--- config.mk ---
export PLATFORM = sky130hd
export DESIGN_NAME = nib_core
export DESIGN_NICKNAME = d
export VERILOG_FILES = /design/src/rtl/nib_core_pkg.sv /design/src/rtl/nib_decode.sv /design/src/rtl/nib_datapath.sv /design/src/rtl/nib_state.sv /design/src/rtl/nib_core.sv
export SDC_FILE = /design/constraint.sdc
export NUM_CORES = 1
export LEC_CHECK = 0
export ABC_CLOCK_PERIOD_IN_PS = 2670
export BUFFER_PORTS_ARGS = -buffer_cell sky130_fd_sc_hd__buf_2
export CAP_MARGIN = 15
export CORE_ASPECT_RATIO = 0.8
export CORE_MARGIN = 1
export CORE_UTILIZATION = 40
export DETAILED_ROUTE_END_ITERATION = 16
export MAX_ROUTING_LAYER = met4
export SYNTH_ARGS = -nofsm -noshare
export SYNTH_HDL_FRONTEND = slang
export SYNTH_SLANG_ARGS = --single-unit
--- constraint.sdc ---
create_clock -name clk -period 2.67 [get_ports clk]
set_clock_uncertainty 0.05 [all_clocks]
set_input_delay 0.534 -clock clk [delete_from_list [all_inputs] [get_ports clk]]
set_output_delay 0.534 -clock clk [all_outputs]
set_load 0.05 [all_outputs]
--- src/rtl/nib_core_pkg.sv ---
package nib_core_pkg;

    localparam int NIB_W  = 4;
    localparam int CMD_W  = 4;
    localparam int WORD_W = CMD_W + NIB_W;

    typedef logic [NIB_W-1:0] nib_t;
    typedef logic [CMD_W-1:0] cmd_t;

    typedef enum logic [1:0] {
        SRC_REG_A = 2'b00,
        SRC_REG_B = 2'b01,
        SRC_PORT  = 2'b10,
        SRC_ZERO  = 2'b11
    } src_sel_e;

    typedef struct packed {
        src_sel_e src;
        logic     ld_a;
        logic     ld_b;
        logic     ld_out;
        logic     ld_pc;
    } ctrl_t;

    // Gate-level decode of the command bits; carry_q is the stored flag.
    function automatic ctrl_t decode_cmd(cmd_t c, logic carry_q);
        ctrl_t r;
        r.src    = src_sel_e'({c[1], c[0] | c[3]});
        r.ld_a   = ~c[3] & ~c[2];
        r.ld_b   = ~c[3] &  c[2];
        r.ld_out =  c[3] & ~c[2];
        r.ld_pc  =  c[3] &  c[2] & (c[0] | ~carry_q);
        return r;
    endfunction

endpackage

--- src/rtl/nib_decode.sv ---
module nib_decode
    import nib_core_pkg::*;
(
    input  cmd_t  cmd,
    input  logic  carry_q,
    output ctrl_t ctrl
);
    always_comb ctrl = decode_cmd(cmd, carry_q);
endmodule

--- src/rtl/nib_datapath.sv ---
module nib_datapath
    import nib_core_pkg::*;
#(
    parameter int W = NIB_W
) (
    input  src_sel_e     src,
    input  logic [W-1:0] reg_a,
    input  logic [W-1:0] reg_b,
    input  logic [W-1:0] port_in,
    input  logic [W-1:0] imm,
    output logic [W-1:0] sum,
    output logic         cout
);
    logic [W-1:0] operand;
    logic [W:0]   wide;

    always_comb begin
        unique case (src)
            SRC_REG_A: operand = reg_a;
            SRC_REG_B: operand = reg_b;
            SRC_PORT:  operand = port_in;
            default:   operand = '0;
        endcase
    end

    // Carry-in is fixed at zero.
    assign wide = {1'b0, operand} + {1'b0, imm};
    assign sum  = wide[W-1:0];
    assign cout = wide[W];
endmodule

--- src/rtl/nib_state.sv ---
module nib_state
    import nib_core_pkg::*;
#(
    parameter int W = NIB_W
) (
    input  logic         clk,
    input  logic         rst,
    input  ctrl_t        ctrl,
    input  logic [W-1:0] sum,
    input  logic         cout,
    output logic [W-1:0] a_q,
    output logic [W-1:0] b_q,
    output logic [W-1:0] out_q,
    output logic [W-1:0] pc_q,
    output logic         cf_q
);
    localparam logic [W-1:0] PC_STEP = W'(1);

    always_ff @(posedge clk) begin
        if (rst) begin
            a_q   <= '0;
            b_q   <= '0;
            out_q <= '0;
            pc_q  <= '0;
            cf_q  <= 1'b0;
        end else begin
            cf_q <= cout;
            if (ctrl.ld_a)   a_q   <= sum;
            if (ctrl.ld_b)   b_q   <= sum;
            if (ctrl.ld_out) out_q <= sum;
            if (ctrl.ld_pc)  pc_q  <= sum;
            else             pc_q  <= pc_q + PC_STEP;
        end
    end
endmodule

--- src/rtl/nib_core.sv ---
module nib_core
    import nib_core_pkg::*;
(
    input  logic              clk,
    input  logic              rst,
    input  logic [NIB_W-1:0]  in_port,
    output logic [NIB_W-1:0]  out_port,
    output logic [NIB_W-1:0]  pgm_addr,
    input  logic [WORD_W-1:0] pgm_word
);
    ctrl_t      ctrl;
    nib_t       a_q, b_q, out_q, pc_q, sum;
    logic       cf_q, cout;

    nib_decode u_dec (
        .cmd     (pgm_word[WORD_W-1:NIB_W]),
        .carry_q (cf_q),
        .ctrl    (ctrl)
    );

    nib_datapath #(.W(NIB_W)) u_dp (
        .src     (ctrl.src),
        .reg_a   (a_q),
        .reg_b   (b_q),
        .port_in (in_port),
        .imm     (pgm_word[NIB_W-1:0]),
        .sum     (sum),
        .cout    (cout)
    );

    nib_state #(.W(NIB_W)) u_st (
        .clk   (clk),
        .rst   (rst),
        .ctrl  (ctrl),
        .sum   (sum),
        .cout  (cout),
        .a_q   (a_q),
        .b_q   (b_q),
        .out_q (out_q),
        .pc_q  (pc_q),
        .cf_q  (cf_q)
    );

    assign out_port = out_q;
    assign pgm_addr = pc_q;
endmodule

Word-level counts from Yosys, hierarchy flattened
Cells that the tools add are included.
{"block": "word_totals", "regBits": 17, "in_bits": 14, "out_inout_bits": 8, "wordCells": 22}
{"block": "classes", "n_addsub": 2, "n_eq_ne": 2, "muxes": 2, "bitwise": 10, "reduce_logical": 1}
{"cell": "$pmux W4 S3", "count": 1}
{"cell": "$add A4 B4 Y5", "count": 1}
{"cell": "$and A1 B1 Y1", "count": 5}
{"cell": "$add A4 B1 Y4 const B", "count": 1}
{"cell": "$mux W4", "count": 1}
{"cell": "$not A1 Y1", "count": 3}
{"cell": "$eq A2 B1 Y1 const B", "count": 1}
{"cell": "$eq A2 B2 Y1 const B", "count": 1}
{"cell": "$logic_not A2 Y1", "count": 1}
{"cell": "$or A1 B1 Y1", "count": 2}

Longest topological paths before layout
{"block": "depth", "word_depth": 5, "ltp_mapped": 10, "mapped_depth_nobuf": 9}

Modules after synthesis
A second synthesis with hierarchy kept.
{"block": "unflattened", "cells_unflattened": 99, "hier_area_um2": 917.1}
{"module": "nib_state", "instances": 1, "cells_per_inst": 61, "area_per_inst_um2": 635.6, "seq_area_each_um2": 340.3}
{"module": "nib_datapath", "instances": 1, "cells_per_inst": 30, "area_per_inst_um2": 235.2, "seq_area_each_um2": 0.0}
{"module": "nib_decode", "instances": 1, "cells_per_inst": 8, "area_per_inst_um2": 46.3, "seq_area_each_um2": 0.0}

Worst setup path after synthesis
Ideal clock, no wire load.
{"block": "synth_path", "path_type": "input to register", "from": "in pgm_word[7]", "to": "reg u_st.pc_q[3]", "setup_ns": 0.138, "arrival_ns": 2.218, "t_required_ns": 2.482, "setup_slack_ns": 0.264, "cell_stages": 9, "n_path_buf": 1, "path_cell_list": "buf_4 nor2_4 mux2i_1 o21ai_0 ha_1 and3_4 or3_4 a21oi_2 a211oi_1"}
{"block": "synth_via", "elab_chain_cells": 5, "word_cells_on_any_way": 9, "classes_between": "add/sub (1); eq/ne (2); mux (2); bitwise (3); reduce/logical (1)"}
{"element": "start: declaration", "line": "nib_core.sv:9", "source": "input logic [WORD_W-1:0] pgm_word"}
{"element": "$or A1 B1 Y1", "line": "nib_core_pkg.sv:28", "source": "r.src = src_sel_e'({c[1], c[0] | c[3]});"}
{"element": "$eq A2 B2 Y1 (tied with other cells)", "line": "nib_datapath.sv:18", "source": "unique case (src)"}
{"element": "$pmux W4 S3", "line": "nib_datapath.sv:18"}
{"element": "$add A4 B4 Y5", "line": "nib_datapath.sv:27", "source": "assign wide = {1'b0, operand} + {1'b0, imm};"}
{"element": "$mux W4 *", "line": "nib_state.sv:31", "source": "if (ctrl.ld_pc) pc_q <= sum;"}
{"element": "end signal: assignment", "line": "nib_state.sv:31"}
{"element": "end signal: assignment", "line": "nib_state.sv:32", "source": "else pc_q <= pc_q + PC_STEP;"}
{"element": "end: declaration", "line": "nib_state.sv:14", "source": "output logic [W-1:0] pc_q,"}
Mark *: on every way between the ends. The rest lies on a longest branch, timed or not.
A chain may end at the register's enable or synchronous reset.

Worst setup path in the final report
Same ends and word-level chain as after synthesis.

==> metrics.md <==
| Metric | Value |
|---|---|
| Clock share of power | `24.3%` |
| Clock-pin transition on the worst setup and hold timing paths | `110 ps` |
| Vias in the first global route | `710` |
| Core area | `2000 sq um` |
| Yosys warnings | `0` |
| Layout Area Growth over Synthesis | `15.6%` |
| CTS Root Cell | `clkbuf_4` |
| Synthesized area per cell | `8.91 sq um` |
| DR DRC count | `0` |
| P_leak | `0.000434 uW` |
| Final worst path period share | `85.1%` |
| Worst path required time | `2800 ps` |
| Top FF cell, synth | `dfxtp_1` |
| I/O pin count | `22` |
| Total CTS buffers | `3` |
| Initial Util | `45.1%` |
| Pwr dens | `556 nW/um^2` |
| Actual slew at the worst max-slew pin | `488 ps` |
| Die extent in y | `44.4 microns` |
| Clock tree buffer depth | `2` |
| Peak Freq | `440 MHz` |
| Row cnt | `14` |
| Die area | `2440 sq um` |
| Sw Ratio | `33.0%` |
| Sequential share of power | `49.1%` |
| Initial antenna violation count | `0` |
| Largest net degree at the start of global routing | `18` |
| # Post-CTS Setup Buffers | `0` |
| Critical path class | `input port to flop` |
| Routed Antenna Nets | `0` |
| CTS resizes | `0` |
| Maximum VDD drop | `0.000412 V` |
| Total clock sinks | `17` |
| Slew Limit Fails | `0` |
| Register area share after synthesis | `37.8%` |
| Final setup vio count | `0` |
| Pint | `387 uW` |
| Post-layout util | `52.1%` |
| Switching Power | `191 uW` |
| First-pass GRT wire length | `3.12 mm` |
| Ant diodes | `0` |
| Crit path arrival time | `2400 ps` |
| Total negative slack | `0 ps` |
| Grt ovf | `0` |
| I/O Buffers | `21` |
| Worst setup EP type | `flop` |
| Layout fillers | `211` |
| Die X | `55.0 microns` |
| Max_slew headroom | `67.4%` |
| Register area | `340 sq um` |
| 1st-pass router iterations | `4` |
| CTS hold repair buffers | `0` |
| Total Routed Length | `1.81 mm` |
| Routed wire per std cell | `12.5 microns` |
| Fraction of layout instances using a drive strength above 1 | `26.4%` |
| Clk_lat worst skew | `300 ps` |
| Vias per inst | `5.19` |
| CTS tree | `built` |
| HP Class | `flop to flop` |
| Status | `finished, final reports clean` |
| Drt initial violations | `10` |
| GRT met1 Usage | `24.8%` |
| FF+latch count, synth | `17` |
| Post-synth EDFFs | `0` |
| Final nets | `142` |
| Number of distinct library cells after synthesis | `29` |
| Type of origin of the critical path | `input port` |
| Max-cap violations | `0` |
| Via count | `752` |
| Asr flop ratio synth | `0%` |
| Synthesized area | `900 sq um` |
| RSZ-0062 raised after global routing | `no` |
| Hpwl dp | `1.42 mm` |
| Net Count, Synth | `121` |
| RD Place Congestion | `0.847` |
| H-tree lvl count | `1` |
| Total GRT Usage | `18.8%` |
| GRT met2 Usage | `27.7%` |
| Max FO, Critical Path | `9` |
| Mapped Cells | `101` |
| Area of the multi-input gates | `515 sq um` |
| GR Util met3 | `7.22%` |
| Final Hold Viols | `0` |
| Logic pwr share | `26.6%` |
| Gr busiest metal | `met2` |
| Fin crit period | `2270 ps` |
[routing by layer]
layer	share of wire, %	wire length (microns)
met5	0	0
met4	0.39	7
met3	4.7	85
met2	44	788
met1	51	924
[through the flow]
step	std cells	hold slack, ps	worst slack [ps]	power [uW]	instance area [sq um]
6_report	145	434	399	578	1040
5_1_grt	145	466	243	617	1040
4_1_cts	145	440	393	585	1040
3_5_place_dp	141	425	76.4	444	1010
3_3_place_gp	141	412	85.5	444	1010
2_1_floorplan	101	399	264	404	900
[Yosys cell counts, types with 2 or more instances]
library cell | count | area [sq um]
inv_1 | 4 | 15.0
nand2b_1 | 2 | 12.5
mux2i_1 | 7 | 70.1
nand3_1 | 7 | 35.0
clkbuf_1 | 3 | 11.3
a211oi_1 | 6 | 45.0
nand2_1 | 4 | 15.0
xnor2_1 | 2 | 17.5
o21ai_0 | 8 | 40.0
ha_1 | 5 | 62.6
a21oi_1 | 8 | 40.0
nor2_1 | 10 | 37.5
dfxtp_1 | 17 | 340
nor2b_1 | 3 | 18.8
[registers in the layout, indices dropped and copies added, names as in the netlist]
register    cells
u_st.b_q        4
u_st.a_q        4
u_st.pc_q       4
u_st.out_q      4
u_st.cf_q       1
[power groups by stage]
stage / Combinational [uW] / Sequential [uW] / Clock, uW
detailed placement: 154 / 290 / 0
global route: 170 / 287 / 160
floorplan: 78.8 / 325 / 0
finish: 154 / 284 / 141
CTS: 155 / 284 / 146
global placement: 154 / 290 / 0
[path summary, 6_finish.rpt]
check                                   start       endpoint  slack, ps  cells after the start
worst max-delay path              pgm_word[7]   u_st.pc_q[3]        400                      9
worst max register to register    u_st.b_q[1]   u_st.pc_q[3]        730                      8
worst min register to register  u_st.out_q[3]  u_st.out_q[3]        430                      2
worst min-delay path            u_st.out_q[3]  u_st.out_q[3]        430                      2
[layout by cell type (no fill, tap or decap), types with 2 or more instances in the layout]
cell type,instances
a21oi_1,8
nand2_1,4
dfxtp_1,17
xnor2_1,2
a211oi_1,6
clkbuf_4,3
mux2i_1,7
nor2_1,10
nor2b_1,3
nand2b_1,2
nand3_1,7
buf_2,21
ha_1,5
inv_1,4
o21ai_0,8
[area by class of cell]
class | instances | area share [%]
inverters | 4 | 1.44
well taps | 24 | 2.89
clock buffers | 4 | 2.53
flip-flops and latches | 17 | 32.7
multi-input cells | 74 | 49.6
repair buffers | 22 | 10.8
[kinds of logic after synthesis]
logic type	Yosys count	share of synthesized area (%)
AO/OA/AOI/OAI	28	19.8
XOR/XNOR	3	2.92
adder cells (fa/ha/maj)	6	9.18
buffers and inverters	10	4.87
flip-flops	17	37.8
multiplexers	7	7.79
AND/OR/NAND/NOR	30	17.7
[worst max-delay path: stages]
cell,delay (ps)
buf_2,160
nor2_4,250
mux2i_1,210
o21ai_0,90
ha_1,340
and3_4,190
or3_4,390
a21oi_2,160
a211oi_1,60
Note: power is estimated with default switching activity, not from simulation.
